===== src/rtl/qpc_pkg.sv =====
package qpc_pkg;
  typedef enum logic [1:0] {
    EDGE_RISE = 2'b00,
    EDGE_FALL = 2'b01,
    EDGE_BOTH = 2'b10,
    EDGE_NONE = 2'b11
  } edge_mode_e;

  typedef enum logic [1:0] {
    STEP_HOLD = 2'b00,
    STEP_UP   = 2'b01,
    STEP_DOWN = 2'b10
  } step_e;
endpackage


===== src/rtl/qpc_edge_decode.sv =====
module qpc_edge_decode
  import qpc_pkg::*;
(
  input  logic       clk,
  input  logic       en,
  input  logic       in_a,
  input  logic       in_b,
  input  edge_mode_e mode,
  output step_e      step
);
  logic prev_a, prev_b;

  // History tracks the inputs in every cycle, reset and disable included,
  // so no stale edge appears when counting resumes.
  always_ff @(posedge clk) begin
    prev_a <= in_a;
    prev_b <= in_b;
  end

  logic rise_a, fall_a, rise_b, fall_b, both_moved;
  logic use_rise, use_fall;

  always_comb begin
    rise_a     = in_a & ~prev_a;
    fall_a     = ~in_a & prev_a;
    rise_b     = in_b & ~prev_b;
    fall_b     = ~in_b & prev_b;
    both_moved = (in_a ^ prev_a) & (in_b ^ prev_b);
    use_rise   = (mode == EDGE_RISE) || (mode == EDGE_BOTH);
    use_fall   = (mode == EDGE_FALL) || (mode == EDGE_BOTH);
    step       = STEP_HOLD;
    if (en && !both_moved) begin
      if (use_rise && rise_a) step = in_b ? STEP_DOWN : STEP_UP;
      if (use_rise && rise_b) step = in_a ? STEP_UP   : STEP_DOWN;
      if (use_fall && fall_a) step = in_b ? STEP_UP   : STEP_DOWN;
      if (use_fall && fall_b) step = in_a ? STEP_DOWN : STEP_UP;
    end
  end
endmodule


===== src/rtl/qpc_wrap_counter.sv =====
module qpc_wrap_counter
  import qpc_pkg::*;
#(
  parameter int W = 16
) (
  input  logic         clk,
  input  logic         rst,
  input  step_e        step,
  input  logic [W-1:0] reload,
  output logic [W-1:0] count
);
  localparam logic [W-1:0] ZERO = '0;
  localparam logic [W-1:0] ONE  = W'(1);

  logic at_top, at_bottom;

  always_comb begin
    at_top    = (count >= reload);
    at_bottom = (count == ZERO) || (count > reload);
  end

  always_ff @(posedge clk) begin
    if (rst) begin
      count <= ZERO;
    end else begin
      unique case (step)
        STEP_UP:   count <= at_top    ? ZERO   : count + ONE;
        STEP_DOWN: count <= at_bottom ? reload : count - ONE;
        default:   count <= count;
      endcase
    end
  end
endmodule


===== src/rtl/qpc_dir_tracker.sv =====
module qpc_dir_tracker
  import qpc_pkg::*;
(
  input  logic  clk,
  input  logic  rst,
  input  step_e step,
  input  logic  clr_up,
  input  logic  clr_down,
  output logic  dir_down,
  output logic  flag_up,
  output logic  flag_down,
  output logic  irq
);
  logic set_up, set_down, nxt_up, nxt_down;

  always_comb begin
    set_up   = (step == STEP_UP)   &&  dir_down;
    set_down = (step == STEP_DOWN) && !dir_down;
    nxt_up   = set_up   | (flag_up   & ~clr_up);
    nxt_down = set_down | (flag_down & ~clr_down);
  end

  always_ff @(posedge clk) begin
    if (rst) begin
      dir_down  <= 1'b0;
      flag_up   <= 1'b0;
      flag_down <= 1'b0;
      irq       <= 1'b0;
    end else begin
      if (step == STEP_UP)   dir_down <= 1'b0;
      if (step == STEP_DOWN) dir_down <= 1'b1;
      flag_up   <= nxt_up;
      flag_down <= nxt_down;
      irq       <= nxt_up | nxt_down;
    end
  end
endmodule


===== src/rtl/quad_position_counter.sv =====
module quad_position_counter
  import qpc_pkg::*;
#(
  parameter int W = 16
) (
  input  logic         clk,
  input  logic         rst,
  input  logic         en,
  input  logic         in_a,
  input  logic         in_b,
  input  logic [1:0]   edge_mode,
  input  logic [W-1:0] reload,
  input  logic         clr_up,
  input  logic         clr_down,
  output logic [W-1:0] count,
  output logic         dir_down,
  output logic         flag_up,
  output logic         flag_down,
  output logic         irq
);
  step_e step;

  qpc_edge_decode u_decode (
    .clk  (clk),
    .en   (en),
    .in_a (in_a),
    .in_b (in_b),
    .mode (edge_mode_e'(edge_mode)),
    .step (step)
  );

  qpc_wrap_counter #(.W(W)) u_counter (
    .clk    (clk),
    .rst    (rst),
    .step   (step),
    .reload (reload),
    .count  (count)
  );

  qpc_dir_tracker u_dir (
    .clk       (clk),
    .rst       (rst),
    .step      (step),
    .clr_up    (clr_up),
    .clr_down  (clr_down),
    .dir_down  (dir_down),
    .flag_up   (flag_up),
    .flag_down (flag_down),
    .irq       (irq)
  );
endmodule


===== config.mk =====
export PLATFORM = sky130hd
export DESIGN_NAME = quad_position_counter
export DESIGN_NICKNAME = d
export VERILOG_FILES = /design/src/rtl/qpc_pkg.sv /design/src/rtl/qpc_edge_decode.sv /design/src/rtl/qpc_wrap_counter.sv /design/src/rtl/qpc_dir_tracker.sv /design/src/rtl/quad_position_counter.sv
export SDC_FILE = /design/constraint.sdc
export NUM_CORES = 1
export LEC_CHECK = 0
export ABC_CLOCK_PERIOD_IN_PS = 8100
export BUFFER_PORTS_ARGS = -buffer_cell sky130_fd_sc_hd__buf_4
export CORE_ASPECT_RATIO = 0.5
export CORE_UTILIZATION = 47
export DETAILED_ROUTE_END_ITERATION = 10
export PLACE_DENSITY = 0.69
export SYNTH_ARGS = -nofsm -noshare
export SYNTH_HDL_FRONTEND = slang
export SYNTH_SLANG_ARGS = --single-unit

===== constraint.sdc =====
create_clock -name clk -period 8.1 [get_ports clk]
set_input_delay 1.62 -clock clk [delete_from_list [all_inputs] [get_ports clk]]
set_output_delay 1.62 -clock clk [all_outputs]
set_load 0.01 [all_outputs]

==> results by group <==
Worst hold path
  – Hold/Removal Path Class: flip-flop to flip-flop
  – Hold Crit Depth: 2
  – Hold path endpoint: u_dir.flag_down
  – Hold path startpoint: u_dir.flag_down

STA
  – Slew at the pin with the worst max-slew slack: 0.7172 ns
  – Final setup fails: 0
  – Tcrit/Tclk final: 56.84%
  – Max_slew headroom: 52.19%
  – RSZ-0062 raised after global routing: no
  – Skew final: 0.004097 ns
  – Worst hold margin: 0.5188 ns
  – Final Hold Viols: 0
  – Fin. max-slew vios: 0
  – Tmin final: 4.604 ns
  – Setup TNS: 0 ns
  – Fmax: 0.2172 GHz

Routing
  – Pre-Repair DR Iteration Count: 5
  – Final WL: 7.160 mm
  – 1st-iter DRT viols: 179
  – Vias post-DR: 2595
  – Routed WL per cell: 17.05 um
  – Residual DRC: 0
  – M1 wire length: 3.364 mm
  – Vias per Instance: 6.179
  – Uppermost layer routed: met4
  – Routed wl met3: 667 um
  – Met2 wire len: 3.068 mm
  – Detail Route Antenna Nets: 0

Placement
  – RD Place Congestion: 0.9078
  – Placed Cells: 416
  – Post-DP HPWL: 5.335 mm
  – Placed cell areas: 0.002705 mm2
  – IO buf count: 44

Worst setup path
  – Crit-path max FO: 16
  – Worst path bufs/invs: 4
  – Reg2reg path depth: 12
  – Most repeated library cell on the critical path: inv_1
  – CP Data Arrival Time: 4.81 ns
  – CP max-delay cell: or4_1
  – Crit start category: input pin
  – FF-to-FF Start: u_decode.prev_b
  – CP top delay family: simple AND/OR/NAND/NOR gates
  – Crit Reg-Reg Endpoint: u_counter.count[10]
  – Setup CP Type: input pin to flip-flop
  – CP peak stage delay: 0.61 ns
  – WP data required: 8.31 ns
  – Cells along the critical path: buf_4, inv_1, ha_1, nand2_1, o21ai_0, o22a_1, a211oi_1, inv_1, ha_1, inv_1, nand3_1, or4_1, a31oi_1
  – Worst setup EP type: flip-flop
  – R2R Setup Slk: 4.72 ns

Power and ir drop
  – Flop pwr share: 31.2%
  – Power share of the combinational group: 48.2%
  – Clock power frac: 20.5%
  – Pwr/cell area: 151.2 mW/mm2
  – Sw Ratio: 44.48%
  – Lkg Pwr: 1.201 nW
  – Switch Pwr: 0.1856 mW
  – Peak supply drop: 0.00006653 V
  – Total Power: 0.4173 mW
  – Internal: 0.2317 mW

Clocking
  – Setup bufs post-CTS: 0
  – TritonCTS Buffers: 3
  – Clock transition at path regs: 0.09 ns
  – # clock sinks: 22
  – Clock Path Buffers: 2
  – CTS tree: built
  – Root Buffer: clkbuf_8
  – Post-CTS Resized: 0
  – Htree depth: 1
  – Hold buffers post-CTS: 0
  – Clock Latency Late Sink: 0.27 ns

Logic synthesis
  – Synthesis warning total: 0
  – Seq/Total Area, Yosys: 18.55%
  – Flops & latches, synth: 22
  – Post-synthesis cell count: 322
  – Ranking of synthesized cells by area: dfxtp_1 19%, ha_1 14%, inv_1 5.2%, nand2_1 4.9%, nor2_1 4.3%
  – Synth area leader: dfxtp_1
  – Asr flop ratio synth: 0%
  – Share of the synthesized area in the top cell type: 18.55%
  – Distinct cells, synth: 56
  – Avg Cell Area, Syn: 7.375 um2
  – Post-synth EDFFs: 0
  – Prevailing post-synth register cell: dfxtp_1
  – Cell area after synthesis: 0.002375 mm2
  – Syn Nets: 374

Flow run
  – Max Cap Violations: 0

Floorplan
  – Core Region: 0.004616 mm2
  – DIE AREA: 0.005358 mm2
  – Io pins: 45
  – Die Wd: 102.5 um
  – Initial Util: 51.45%
  – Die Y-Extent: 52.27 um
  – Num rows: 17

Final layout
  – Share of layout cells above drive strength 1: 17.23%
  – Nets: 407
  – Area Growth Syn to Fin: 16.23%
  – Non-Filler Instances: 420
  – Antenna Cells: 0
  – Fillers: 448
  – Final Cell Area: 0.002760 mm2

GRT
  – Initial antenna violation count: 0
  – Largest net degree at the start of global routing: 21
  – Vias in the first global route: 2295
  – GRT Overall Usage: 28.14%
  – Global-route wire length before repair: 11.33 mm
  – Overflow after GRT: 0

Run status
  – Status: complete, no violations
-- how the worst max path moves through the flow --
| stage | startpoint | to | slack [ns] | cells past startpoint |
|---|---|---|---|---|
| 3_5_place_dp | edge_mode[0] | u_counter.count[10] | 3.28 | 13 |
| 4_1_cts | edge_mode[0] | u_counter.count[10] | 3.55 | 13 |
| 3_3_place_gp | edge_mode[0] | u_counter.count[10] | 3.41 | 13 |
| 2_1_floorplan | edge_mode[0] | u_counter.count[9] | 4.08 | 14 |
| 6_report | edge_mode[0] | u_counter.count[10] | 3.50 | 13 |
| 5_1_grt | edge_mode[0] | u_counter.count[0] | 3.29 | 13 |
-- registers in the layout, indices dropped and copies added (netlist names) --
signal           count
u_counter.count     16
u_decode.prev_a      1
u_decode.prev_b      1
u_dir.dir_down       1
u_dir.flag_down      1
u_dir.flag_up        1
u_dir.irq            1
-- Yosys cell counts (3+ instances only) --
master,n
nor3_1,13
nor2_1,27
or4_1,3
a31oi_1,9
nand2_1,31
o21ai_1,3
clkbuf_1,7
o21ai_0,13
o31ai_1,3
a211oi_1,6
nand3_1,11
xor2_1,4
inv_1,33
a21o_1,3
a21oi_1,20
and4_1,4
buf_2,6
dfxtp_1,22
nor4_1,3
o211ai_1,9
nand4_1,7
ha_1,27
nand2b_1,4
nor3_2,3
o32ai_1,3
xnor2_1,6
-- power groups by stage --
stage / combinational, mW / clock [mW] / sequential (mW)
detailed placement: 0.196 / 0 / 0.132
floorplan: 0.145 / 0 / 0.128
global placement: 0.192 / 0 / 0.132
global route: 0.221 / 0.0903 / 0.132
CTS: 0.196 / 0.0864 / 0.130
finish: 0.201 / 0.0856 / 0.130
-- routing by layer --
layer | vias up | GRT usage, %
li1 | 1254 | -
met1 | 1219 | 38.73
met2 | 112 | 45.67
met3 | 10 | 6.800
met4 | 0 | 3.333
met5 | - | 0
-- final cells by class --
class,instances,area (um2),share of cell area (%)
clock buffer,4,55.05,1.995
multi-input combinational,251,1728,62.60
inverter,33,123.9,4.488
sequential,22,440.4,15.96
timing repair buffer,44,330.3,11.97
tap,66,82.58,2.992
-- logic make-up (layout without fill, tap and decap cells) --
kind of cell,after synthesis,after routing,synth area share (%)
buffers and inverters,49,81,8.693
flip-flops,22,22,18.55
adder cells (fa/ha/maj),27,27,14.23
AND/OR/NAND/NOR,120,120,27.29
XOR/XNOR,10,10,3.688
AO/OA/AOI/OAI,94,94,27.56
-- worst min-delay path: cells and delay by family, from the launching register on --
family,cells,cell delay [ns]
DFF,1,0.32
and+or+nand+nor,1,0.09
AOI/OAI and AO/OA,1,0.07
-- per-stage QoR --
stage	utilization, %	worst slack, ns
2_1_floorplan	-	4.078
3_3_place_gp	58.61	3.407
3_5_place_dp	58.61	3.277
4_1_cts	59.80	3.550
5_1_grt	59.80	3.287
6_report	59.80	3.496
-- cells in the final DEF, fill, tap and decap left out, types with 7 or more instances in the layout --
cell and instances:
a31oi_1 9, ha_1 27, nand2_1 31, o21ai_0 13, dfxtp_1 22, buf_4 44
nor2_1 27, a21oi_1 20, nand4_1 7, nor3_1 13, inv_1 33, o211ai_1 9
nand3_1 11
(Power assumes the default switching activity.)
